**config.mk**
```make
export PLATFORM = sky130hd
export DESIGN_NAME = quadCounterTimer
export DESIGN_NICKNAME = d
export VERILOG_FILES = /design/src/rtl/qctPkg.sv /design/src/rtl/qctControl.sv /design/src/rtl/qctDatapath.sv /design/src/rtl/quadCounterTimer.sv
export SDC_FILE = /design/constraint.sdc
export NUM_CORES = 1
export LEC_CHECK = 0
export ABC_AREA = 1
export BUFFER_PORTS_ARGS = -buffer_cell sky130_fd_sc_hd__buf_2
export CORE_AREA = 3 3 140 108
export DETAILED_ROUTE_END_ITERATION = 10
export DIE_AREA = 0 0 143 111
export GPL_ROUTABILITY_DRIVEN = 1
export HOLD_SLACK_MARGIN = 0.03
export PLACE_DENSITY = 0.83
export SLEW_MARGIN = 10
export SYNTH_ARGS = -nofsm -noshare
export SYNTH_HDL_FRONTEND = slang
export SYNTH_HIERARCHICAL = 1
export SYNTH_SLANG_ARGS = --single-unit
export TNS_END_PERCENT = 5
```
**constraint.sdc**
```tcl
create_clock -name clk -period 1.8 [get_ports clk]
set_clock_uncertainty 0.2 [all_clocks]
set_input_delay 0.54 -clock clk [delete_from_list [all_inputs] [get_ports clk]]
set_output_delay 0.54 -clock clk [all_outputs]
set_load 0.005 [all_outputs]
```
**src/rtl/qctPkg.sv**
```systemverilog
`timescale 1ns/1ps
package qctPkg;
  localparam int CH_COUNT = 4;
  localparam int DATA_W   = 8;
  localparam int CH_W     = $clog2(CH_COUNT);

  // control byte fields
  localparam int BIT_CTRL   = 0;
  localparam int BIT_STOP   = 1;
  localparam int BIT_TCNEXT = 2;
  localparam int BIT_SLOW   = 5;
  localparam int BIT_COUNT  = 6;
  localparam int BIT_IE     = 7;

  // control -> datapath strobes and mode levels
  typedef struct packed {
    logic [CH_COUNT-1:0] load;
    logic [CH_COUNT-1:0] run;
    logic [CH_COUNT-1:0] counterMode;
    logic [CH_COUNT-1:0] slowPre;
    logic [DATA_W-1:0]   tcValue;
  } ctlStrobes_t;
endpackage

```
**src/rtl/qctControl.sv**
```systemverilog
`timescale 1ns/1ps
module qctControl
  import qctPkg::*;
#(
  parameter logic [DATA_W-1:0] VEC_RESET = 8'hD0
) (
  input  logic                clk,
  input  logic                rstN,
  input  logic                wrEn,
  input  logic [CH_W-1:0]     wrChan,
  input  logic [DATA_W-1:0]   wrData,
  input  logic                intAck,
  input  logic [CH_COUNT-1:0] eventVec,
  output ctlStrobes_t         strb,
  output logic                intReq,
  output logic [DATA_W-1:0]   intVector,
  output logic [CH_COUNT-1:0] pendVec
);
  localparam int BASE_LO = CH_W + 1;

  logic [CH_COUNT-1:0] runQ, countQ, slowQ, ieQ, expTcQ, pendQ;
  logic [DATA_W-1:BASE_LO] baseQ;

  logic [CH_COUNT-1:0] wrSel, loadSel, ctlSel, stopSel, ackMask;
  logic                baseWr, anyPend;
  logic [CH_W-1:0]     lowIdx;

  always_comb begin
    wrSel = '0;
    if (wrEn) wrSel[wrChan] = 1'b1;
  end

  assign loadSel = wrSel & expTcQ;
  assign ctlSel  = wrData[BIT_CTRL] ? (wrSel & ~expTcQ) : '0;
  assign stopSel = wrData[BIT_STOP] ? ctlSel : '0;
  assign baseWr  = wrSel[0] & ~expTcQ[0] & ~wrData[BIT_CTRL];

  // fixed priority: lowest channel number wins
  always_comb begin
    lowIdx = '0;
    for (int i = CH_COUNT - 1; i >= 0; i--) begin
      if (pendQ[i]) lowIdx = CH_W'(i);
    end
  end

  assign anyPend = |pendQ;

  always_comb begin
    ackMask = '0;
    if (intAck && anyPend) ackMask[lowIdx] = 1'b1;
  end

  always_ff @(posedge clk or negedge rstN) begin
    if (!rstN) begin
      runQ   <= '0;
      countQ <= '0;
      slowQ  <= '0;
      ieQ    <= '0;
      expTcQ <= '0;
      pendQ  <= '0;
      baseQ  <= VEC_RESET[DATA_W-1:BASE_LO];
    end else begin
      for (int i = 0; i < CH_COUNT; i++) begin
        if (loadSel[i]) begin
          runQ[i]   <= 1'b1;
          expTcQ[i] <= 1'b0;
        end else if (ctlSel[i]) begin
          ieQ[i]    <= wrData[BIT_IE];
          countQ[i] <= wrData[BIT_COUNT];
          slowQ[i]  <= wrData[BIT_SLOW];
          expTcQ[i] <= wrData[BIT_TCNEXT];
          if (wrData[BIT_STOP]) runQ[i] <= 1'b0;
        end
      end
      pendQ <= ((pendQ & ~ackMask) | (eventVec & ieQ)) & ~stopSel;
      if (baseWr) baseQ <= wrData[DATA_W-1:BASE_LO];
    end
  end

  assign strb.load        = loadSel;
  assign strb.run         = runQ;
  assign strb.counterMode = countQ;
  assign strb.slowPre     = slowQ;
  assign strb.tcValue     = wrData;

  assign intReq    = anyPend;
  assign intVector = {baseQ, lowIdx, 1'b0};
  assign pendVec   = pendQ;
endmodule

```
**src/rtl/qctDatapath.sv**
```systemverilog
`timescale 1ns/1ps
module qctDatapath
  import qctPkg::*;
#(
  parameter int PRE_FAST = 16,
  parameter int PRE_SLOW = 256,
  parameter bit CHAIN01  = 1'b1
) (
  input  logic                clk,
  input  logic                rstN,
  input  logic                clkEn,
  input  logic [CH_COUNT-1:0] trig,
  input  ctlStrobes_t         strb,
  output logic [CH_COUNT-1:0] zeroCount,
  output logic [CH_COUNT-1:0] eventVec
);
  localparam int PRE_W = $clog2(PRE_SLOW);
  localparam logic [PRE_W-1:0] FAST_MAX = PRE_W'(PRE_FAST - 1);
  localparam logic [PRE_W-1:0] SLOW_MAX = PRE_W'(PRE_SLOW - 1);

  logic [CH_COUNT-1:0] trigSel;

  for (genvar c = 0; c < CH_COUNT; c++) begin : gCh
    if (CHAIN01 && c == 1) begin : gChain
      assign trigSel[c] = trig[c] | zeroCount[0];
    end else begin : gPlain
      assign trigSel[c] = trig[c];
    end

    logic [DATA_W-1:0] cntQ, tcQ;
    logic [PRE_W-1:0]  preQ;
    logic              preEnd, tickEn, stepEn, zcQ;

    assign preEnd = preQ == (strb.slowPre[c] ? SLOW_MAX : FAST_MAX);
    assign tickEn = clkEn & strb.run[c] & ~strb.counterMode[c];
    assign stepEn = strb.run[c] &
                    (strb.counterMode[c] ? (clkEn & trigSel[c]) : (tickEn & preEnd));
    assign eventVec[c] = stepEn & (cntQ == DATA_W'(1)) & ~strb.load[c];

    always_ff @(posedge clk or negedge rstN) begin
      if (!rstN) begin
        cntQ <= '0;
        tcQ  <= '0;
        preQ <= '0;
        zcQ  <= 1'b0;
      end else begin
        if (strb.load[c]) begin
          tcQ  <= strb.tcValue;
          cntQ <= strb.tcValue;
          preQ <= '0;
        end else begin
          if (tickEn) preQ <= preEnd ? '0 : preQ + 1'b1;
          if (stepEn) cntQ <= (cntQ == DATA_W'(1)) ? tcQ : cntQ - 1'b1;
        end
        if (clkEn) zcQ <= eventVec[c];
      end
    end

    assign zeroCount[c] = zcQ;
  end
endmodule

```
**src/rtl/quadCounterTimer.sv**
```systemverilog
`timescale 1ns/1ps
module quadCounterTimer
  import qctPkg::*;
#(
  parameter int                PRE_FAST  = 16,
  parameter int                PRE_SLOW  = 256,
  parameter bit                CHAIN01   = 1'b1,
  parameter logic [DATA_W-1:0] VEC_RESET = 8'hD0
) (
  input  logic                clk,
  input  logic                rstN,
  input  logic                clkEn,
  input  logic                wrEn,
  input  logic [CH_W-1:0]     wrChan,
  input  logic [DATA_W-1:0]   wrData,
  input  logic [CH_COUNT-1:0] trig,
  input  logic                intAck,
  output logic [CH_COUNT-1:0] zeroCount,
  output logic                intReq,
  output logic [DATA_W-1:0]   intVector
);
  ctlStrobes_t         ctlStrb;
  logic [CH_COUNT-1:0] eventVec;
  logic [CH_COUNT-1:0] pendVec;

  qctControl #(.VEC_RESET(VEC_RESET)) i_control (
    .clk       (clk),
    .rstN      (rstN),
    .wrEn      (wrEn),
    .wrChan    (wrChan),
    .wrData    (wrData),
    .intAck    (intAck),
    .eventVec  (eventVec),
    .strb      (ctlStrb),
    .intReq    (intReq),
    .intVector (intVector),
    .pendVec   (pendVec)
  );

  qctDatapath #(
    .PRE_FAST (PRE_FAST),
    .PRE_SLOW (PRE_SLOW),
    .CHAIN01  (CHAIN01)
  ) i_datapath (
    .clk       (clk),
    .rstN      (rstN),
    .clkEn     (clkEn),
    .trig      (trig),
    .strb      (ctlStrb),
    .zeroCount (zeroCount),
    .eventVec  (eventVec)
  );
endmodule

```
Word-level counts from Yosys, hierarchy flattened
Index checks and enable logic that the tools add are counted.
{ "totals": {"register_bits": 129, "output_inout_bits": 13} }
{ "classes": {"n_addsub": 8, "n_eq_ne": 8, "n_reduce_logical": 28, "bitwise_logic": 50, "mux": 61, "order_cmp": 4} }
{ "ops": {"columns": ["operator", "n"], "rows": [
  ["$mux 8", 28],
  ["$add 8x1->8 const B", 4],
  ["$eq 8x1->1 const B", 4],
  ["$eq 8x8->1", 4],
  ["$reduce_bool 2->1", 16],
  ["$sub 8x1->8 const B", 4],
  ["$and 1x1->1", 30],
  ["$mux 1", 23],
  ["$and 4x4->4", 5],
  ["$mux 4", 4],
  ["$reduce_and 2->1", 8],
  ["$not 4->4", 3],
  ["$not 1->1", 10],
  ["$mux 2", 4],
  ["$lt 2x3->1 const B", 2],
  ["$demux 1 s2", 2],
  ["$ge 2x1->1 const B", 2],
  ["$or 4x4->4", 1],
  ["$reduce_or 4->1", 1],
  ["$logic_and 1x1->1", 3],
  ["$or 1x1->1", 1]
]} }

Logic depth before layout (Yosys ltp)
{ "depth": {"word_depth": 13, "mapped_depth": 13, "mapped_depth_nobuf": 12} }

Cells and area by module
The synthesis kept the hierarchy.
{ "modules_own_cells": {"columns": ["mod", "instances", "seq_area_each_um2", "area_per_inst_um2", "cells_per_inst"], "rows": [
  ["qctDatapath", 1, 2502.4, 5903.2, 811],
  ["qctControl", 1, 729.4, 1296.2, 154]
]} }

Least setup slack after synthesis
OpenSTA, ideal clock, no wires.
{ "synth_path": {"path_type": "input -> register", "start": "input wrChan[0]", "end": "register i_datapath.gCh[1].preQ[7]", "arrival_time_ps": 1572, "stages": 10, "path_slack_ps": -98, "path_buffers": 1, "required_ps": 1474, "path_cell_list": "nand2_1 nor2_1 inv_1 nor2_1 buf_2 inv_1 nand2_1 nand3_1 nand3_1 a21oi_1"} }
{ "synth_rtl": {"columns": ["element", "line", "rtl"], "rows": [
  ["from (decl)", "quadCounterTimer.sv:14", "input logic [CH_W-1:0] wrChan,"],
  ["to (signal assigned)", "qctDatapath.sv:52", "if (tickEn) preQ <= preEnd ? '0 : preQ + 1'b1;"],
  ["to (decl)", "qctDatapath.sv:31", "logic [PRE_W-1:0] preQ;"]
]} }

Worst setup path after layout
{ "layout_path": {"start": "register i_control.pendQ[0] (netlist: i_control/pendVec[0])", "end": "output intVector[2]"} }
{ "layout_via": {"elab_chain_cells": 1} }
{ "layout_rtl": {"columns": ["element", "line", "rtl"], "rows": [
  ["from (decl)", "qctControl.sv:21", "logic [CH_COUNT-1:0] runQ, countQ, slowQ, ieQ, expTcQ, pendQ;"],
  ["from (signal assigned)", "qctControl.sv:75", "pendQ <= ((pendQ & ~ackMask) | (eventVec & ieQ)) & ~stopSel;"],
  ["$mux 2", "qctControl.sv:42", "if (pendQ[i]) lowIdx = CH_W'(i);"],
  ["to (decl)", "quadCounterTimer.sv:20", "output logic [DATA_W-1:0] intVector"]
]} }
No other way between the ends.

==> flow_summary.json <==
{
  "period_share_pct": 112,
  "numPortBuffers": 30,
  "cts_tree": "yes",
  "grt_pass1_vias": 6694,
  "n_antenna_cell": 0,
  "period_needed_ns": 2.01,
  "yosysSeqAreaShare_pct": 44.9,
  "synth-edff-count": 0,
  "drive_gt1_share_pct": 20.0,
  "rsz0062_at_grt": "yes",
  "power.total_w": 0.0134,
  "crit_path_end_kind": "primary output",
  "intPower_w": 0.00835,
  "drc": 0,
  "seqPwrFrac_pct": 35.5,
  "syn2layout_area_growth_pct": 22.0,
  "die_area_sq_um": 15900,
  "yosys_warnings": 6,
  "rows": 37,
  "wl_um": 19100,
  "cp_slowest_cell": "dfrtp_2",
  "pwr-share-comb_pct": 36.1,
  "worstPathArrival_ns": 1.27,
  "fp.dieH_um": 111,
  "synth_cells": 965,
  "pin_count": 32,
  "cts_num_sinks": 129,
  "vdd_drop_max_uv": 790,
  "synth_ff_type": "dfrtp_1",
  "p_leak_nw": 4.53,
  "htreeDepth": 4,
  "ant_nets": 0,
  "post-dp-hpwl_um": 13000,
  "first_pass_iters": 5,
  "switching_power_w": 0.00505,
  "netlist_area_sq_um": 7200,
  "fmaxAchievable_mhz": 497,
  "ys_ff_latch": 129,
  "synth_nets": 996,
  "die_w_um": 143,
  "path_class": "register to primary output",
  "fin_ws_ns": -0.211,
  "setup_viol": 4,
  "viasPerCell": 5.48,
  "start_util_pct": 52.4,
  "antenna_found_initial": 0,
  "placed_area_sq_um": 7970,
  "path_cells": "nor3_4, buf_2",
  "synth_cell_type_count": 41,
  "postSynthAreaPerCell_sq_um": 7.46,
  "outcome": "finished with violations",
  "start_kind": "register",
  "clk_path_buf_depth": 2,
  "numCtsBuffers": 17,
  "clk-insertion-delay-late_ns": 0.42,
  "grt_usage_pct": 25.1,
  "drt_iter0_markers": 574,
  "core_area_sq_um": 13700,
  "worstPathMaxFanout": 4,
  "hold_viol": 0,
  "clkTransAtPathRegs_ns": 0.06,
  "required_ns": 1.06,
  "violations": "negative setup slack",
  "cts-root-buf": "clkbuf_16",
  "gr-total-overflow": 0,
  "grt_pass1_wl_um": 32200,
  "route.detailed.wl_per_inst_um": 15.3,
  "cap_viol_max_count": 0,
  "wl_met2_um": 8910,
  "fin_area_sq_um": 8790,
  "gp_congestion": 0.909,
  "clkPwrFrac_pct": 28.5,
  "power_switching_share_pct": 37.7,
  "slew_violations": 0,
  "m1WireLength_um": 8360,
  "critPathMaxStageDelay_ns": 0.47,
  "power_density_nw_per_um2": 1530,
  "layout.nets": 1090,
  "worst_hold_path_type": "input pin to register",
  "n_fill_cell": 1069,
  "num_vias": 6828,
  "met3_length_um": 1490,
  "grt_max_degree": 44,
  "topRoutingLayerUsed": "met4",
  "ys_async_sr_fraction_pct": 100
}
## final cells by class
class                   count  area (sq um)  area share (%)
inverters                 123           464            5.28
flip-flops and latches    129          3240            36.8
repair buffers            107           820            9.33
well taps                 175           219            2.49
clock inverters            10           181            2.06
clock buffers              22           464            5.28
multi-input cells         681          3400            38.7
## critical path: cells and delay by family (launching register included)
kind,cells,cell delay (ns)
buffers and inverters,1,0.15
DFF,1,0.47
and+or+nand+nor,1,0.23
## cells in the mapped netlist (all sizes together) (7+ instances only)
cell type,number,area share [%]
nand4,18,1.6
nand3,82,6.3
ha,12,2.1
xor2,10,1.2
nor3,7,0.63
o21ai,88,6.3
nor2,90,5.6
o211ai,7,0.73
a21oi,50,3.5
buf,26,2.8
nand2,302,16
inv,122,6.4
dfrtp,126,44
## kinds of logic after synthesis
family / after synthesis / share of synthesized area (%)
AO/OA/AOI/OAI: 155 / 11.6
XOR/XNOR: 11 / 1.34
flip-flops: 129 / 44.9
adder cells (fa/ha/maj): 12 / 2.09
AND/OR/NAND/NOR: 502 / 30.6
buffers and inverters: 155 / 9.52
other: 1 / 0.0521
## stage by stage
step	std cells	util [%]	TNS [ns]	worst slack, ns	hold slack (ns)
2_1_floorplan	965	-	-1.23	-0.0803	0.0444
3_3_place_gp	1212	57.9	-9.80	-0.241	0.251
3_5_place_dp	1212	57.9	-13.51	-0.348	0.254
4_1_cts	1247	63.1	-0.564	-0.185	0.208
5_1_grt	1247	63.9	-1.82	-0.243	0.241
6_report	1247	63.9	-0.593	-0.211	0.228
## path summary, 6_finish.rpt
path	slack, ns	depth (start not counted)	to	startpoint
worst max-delay path	-0.21	2	intVector[2]	i_control/pendVec[0]$_DFF_PN0_
worst min-delay path	0.23	3	i_control/baseQ[4]$_DFFE_PN1P_	wrData[4]
worst max register to register	0.02	10	i_datapath/gCh[3].cntQ[4]$_DFFE_PN0P_	i_datapath/gCh[3].cntQ[1]$_DFFE_PN0P_
worst min register to register	0.27	2	i_datapath/gCh[3].tcQ[1]$_DFFE_PN0P_	i_datapath/gCh[3].tcQ[1]$_DFFE_PN0P_
max in group asynchronous	0.43	3	i_control/baseQ[4]$_DFFE_PN1P_	rstN
min in group asynchronous	0.37	2	i_datapath/gCh[1].cntQ[1]$_DFFE_PN0P_	rstN
## per-layer routing
layer	GRT usage, %	vias up
met1	35.0	3241
met2	38.0	271
met4	9.82	0
met3	5.61	35
met5	0	-
li1	-	3281
## cells in the final DEF (no fill, tap or decap), types with 12 or more instances in the layout
cell type	Yosys	layout
buf_4	16	69
o21ai_0	82	75
nand2_1	292	283
buf_2	5	27
nand4_1	18	18
nand3_1	74	74
o21ai_1	5	12
nor2_1	78	70
inv_2	6	13
inv_1	116	109
nand2_2	9	18
a21oi_1	49	46
dfrtp_1	126	122
clkbuf_16	0	17
## timing repair
action                                  4_1_cts  5_1_grt
hold endpoints to repair                     14        0
hold buffers                                  1        0
pin swaps                                     3        9
buffers inserted                              2        0
resized for setup                            12       45
endpoints found under the setup margin       10       52
## flip-flops by register name, summed over array words and instances, names as in the netlist
signal,flops
i_datapath/gCh.cntQ,32
i_datapath/gCh.preQ,32
i_datapath/gCh.tcQ,32
i_control/baseQ,5
i_control/countQ,4
i_control/expTcQ,4
i_control/ieQ,4
i_control/pendVec,4
i_control/runQ,4
i_control/slowQ,4
i_datapath/gCh.zcQ,4
## power groups by stage
stage / clock [W] / sequential, W / combinational, W
detailed placement: 0 / 0.00472 / 0.00447
CTS: 0.00385 / 0.00471 / 0.00462
finish: 0.00382 / 0.00475 / 0.00484
global route: 0.00399 / 0.00489 / 0.00552
floorplan: 0 / 0.00455 / 0.00331
global placement: 0 / 0.00469 / 0.00427
(Power assumes the default switching activity.)
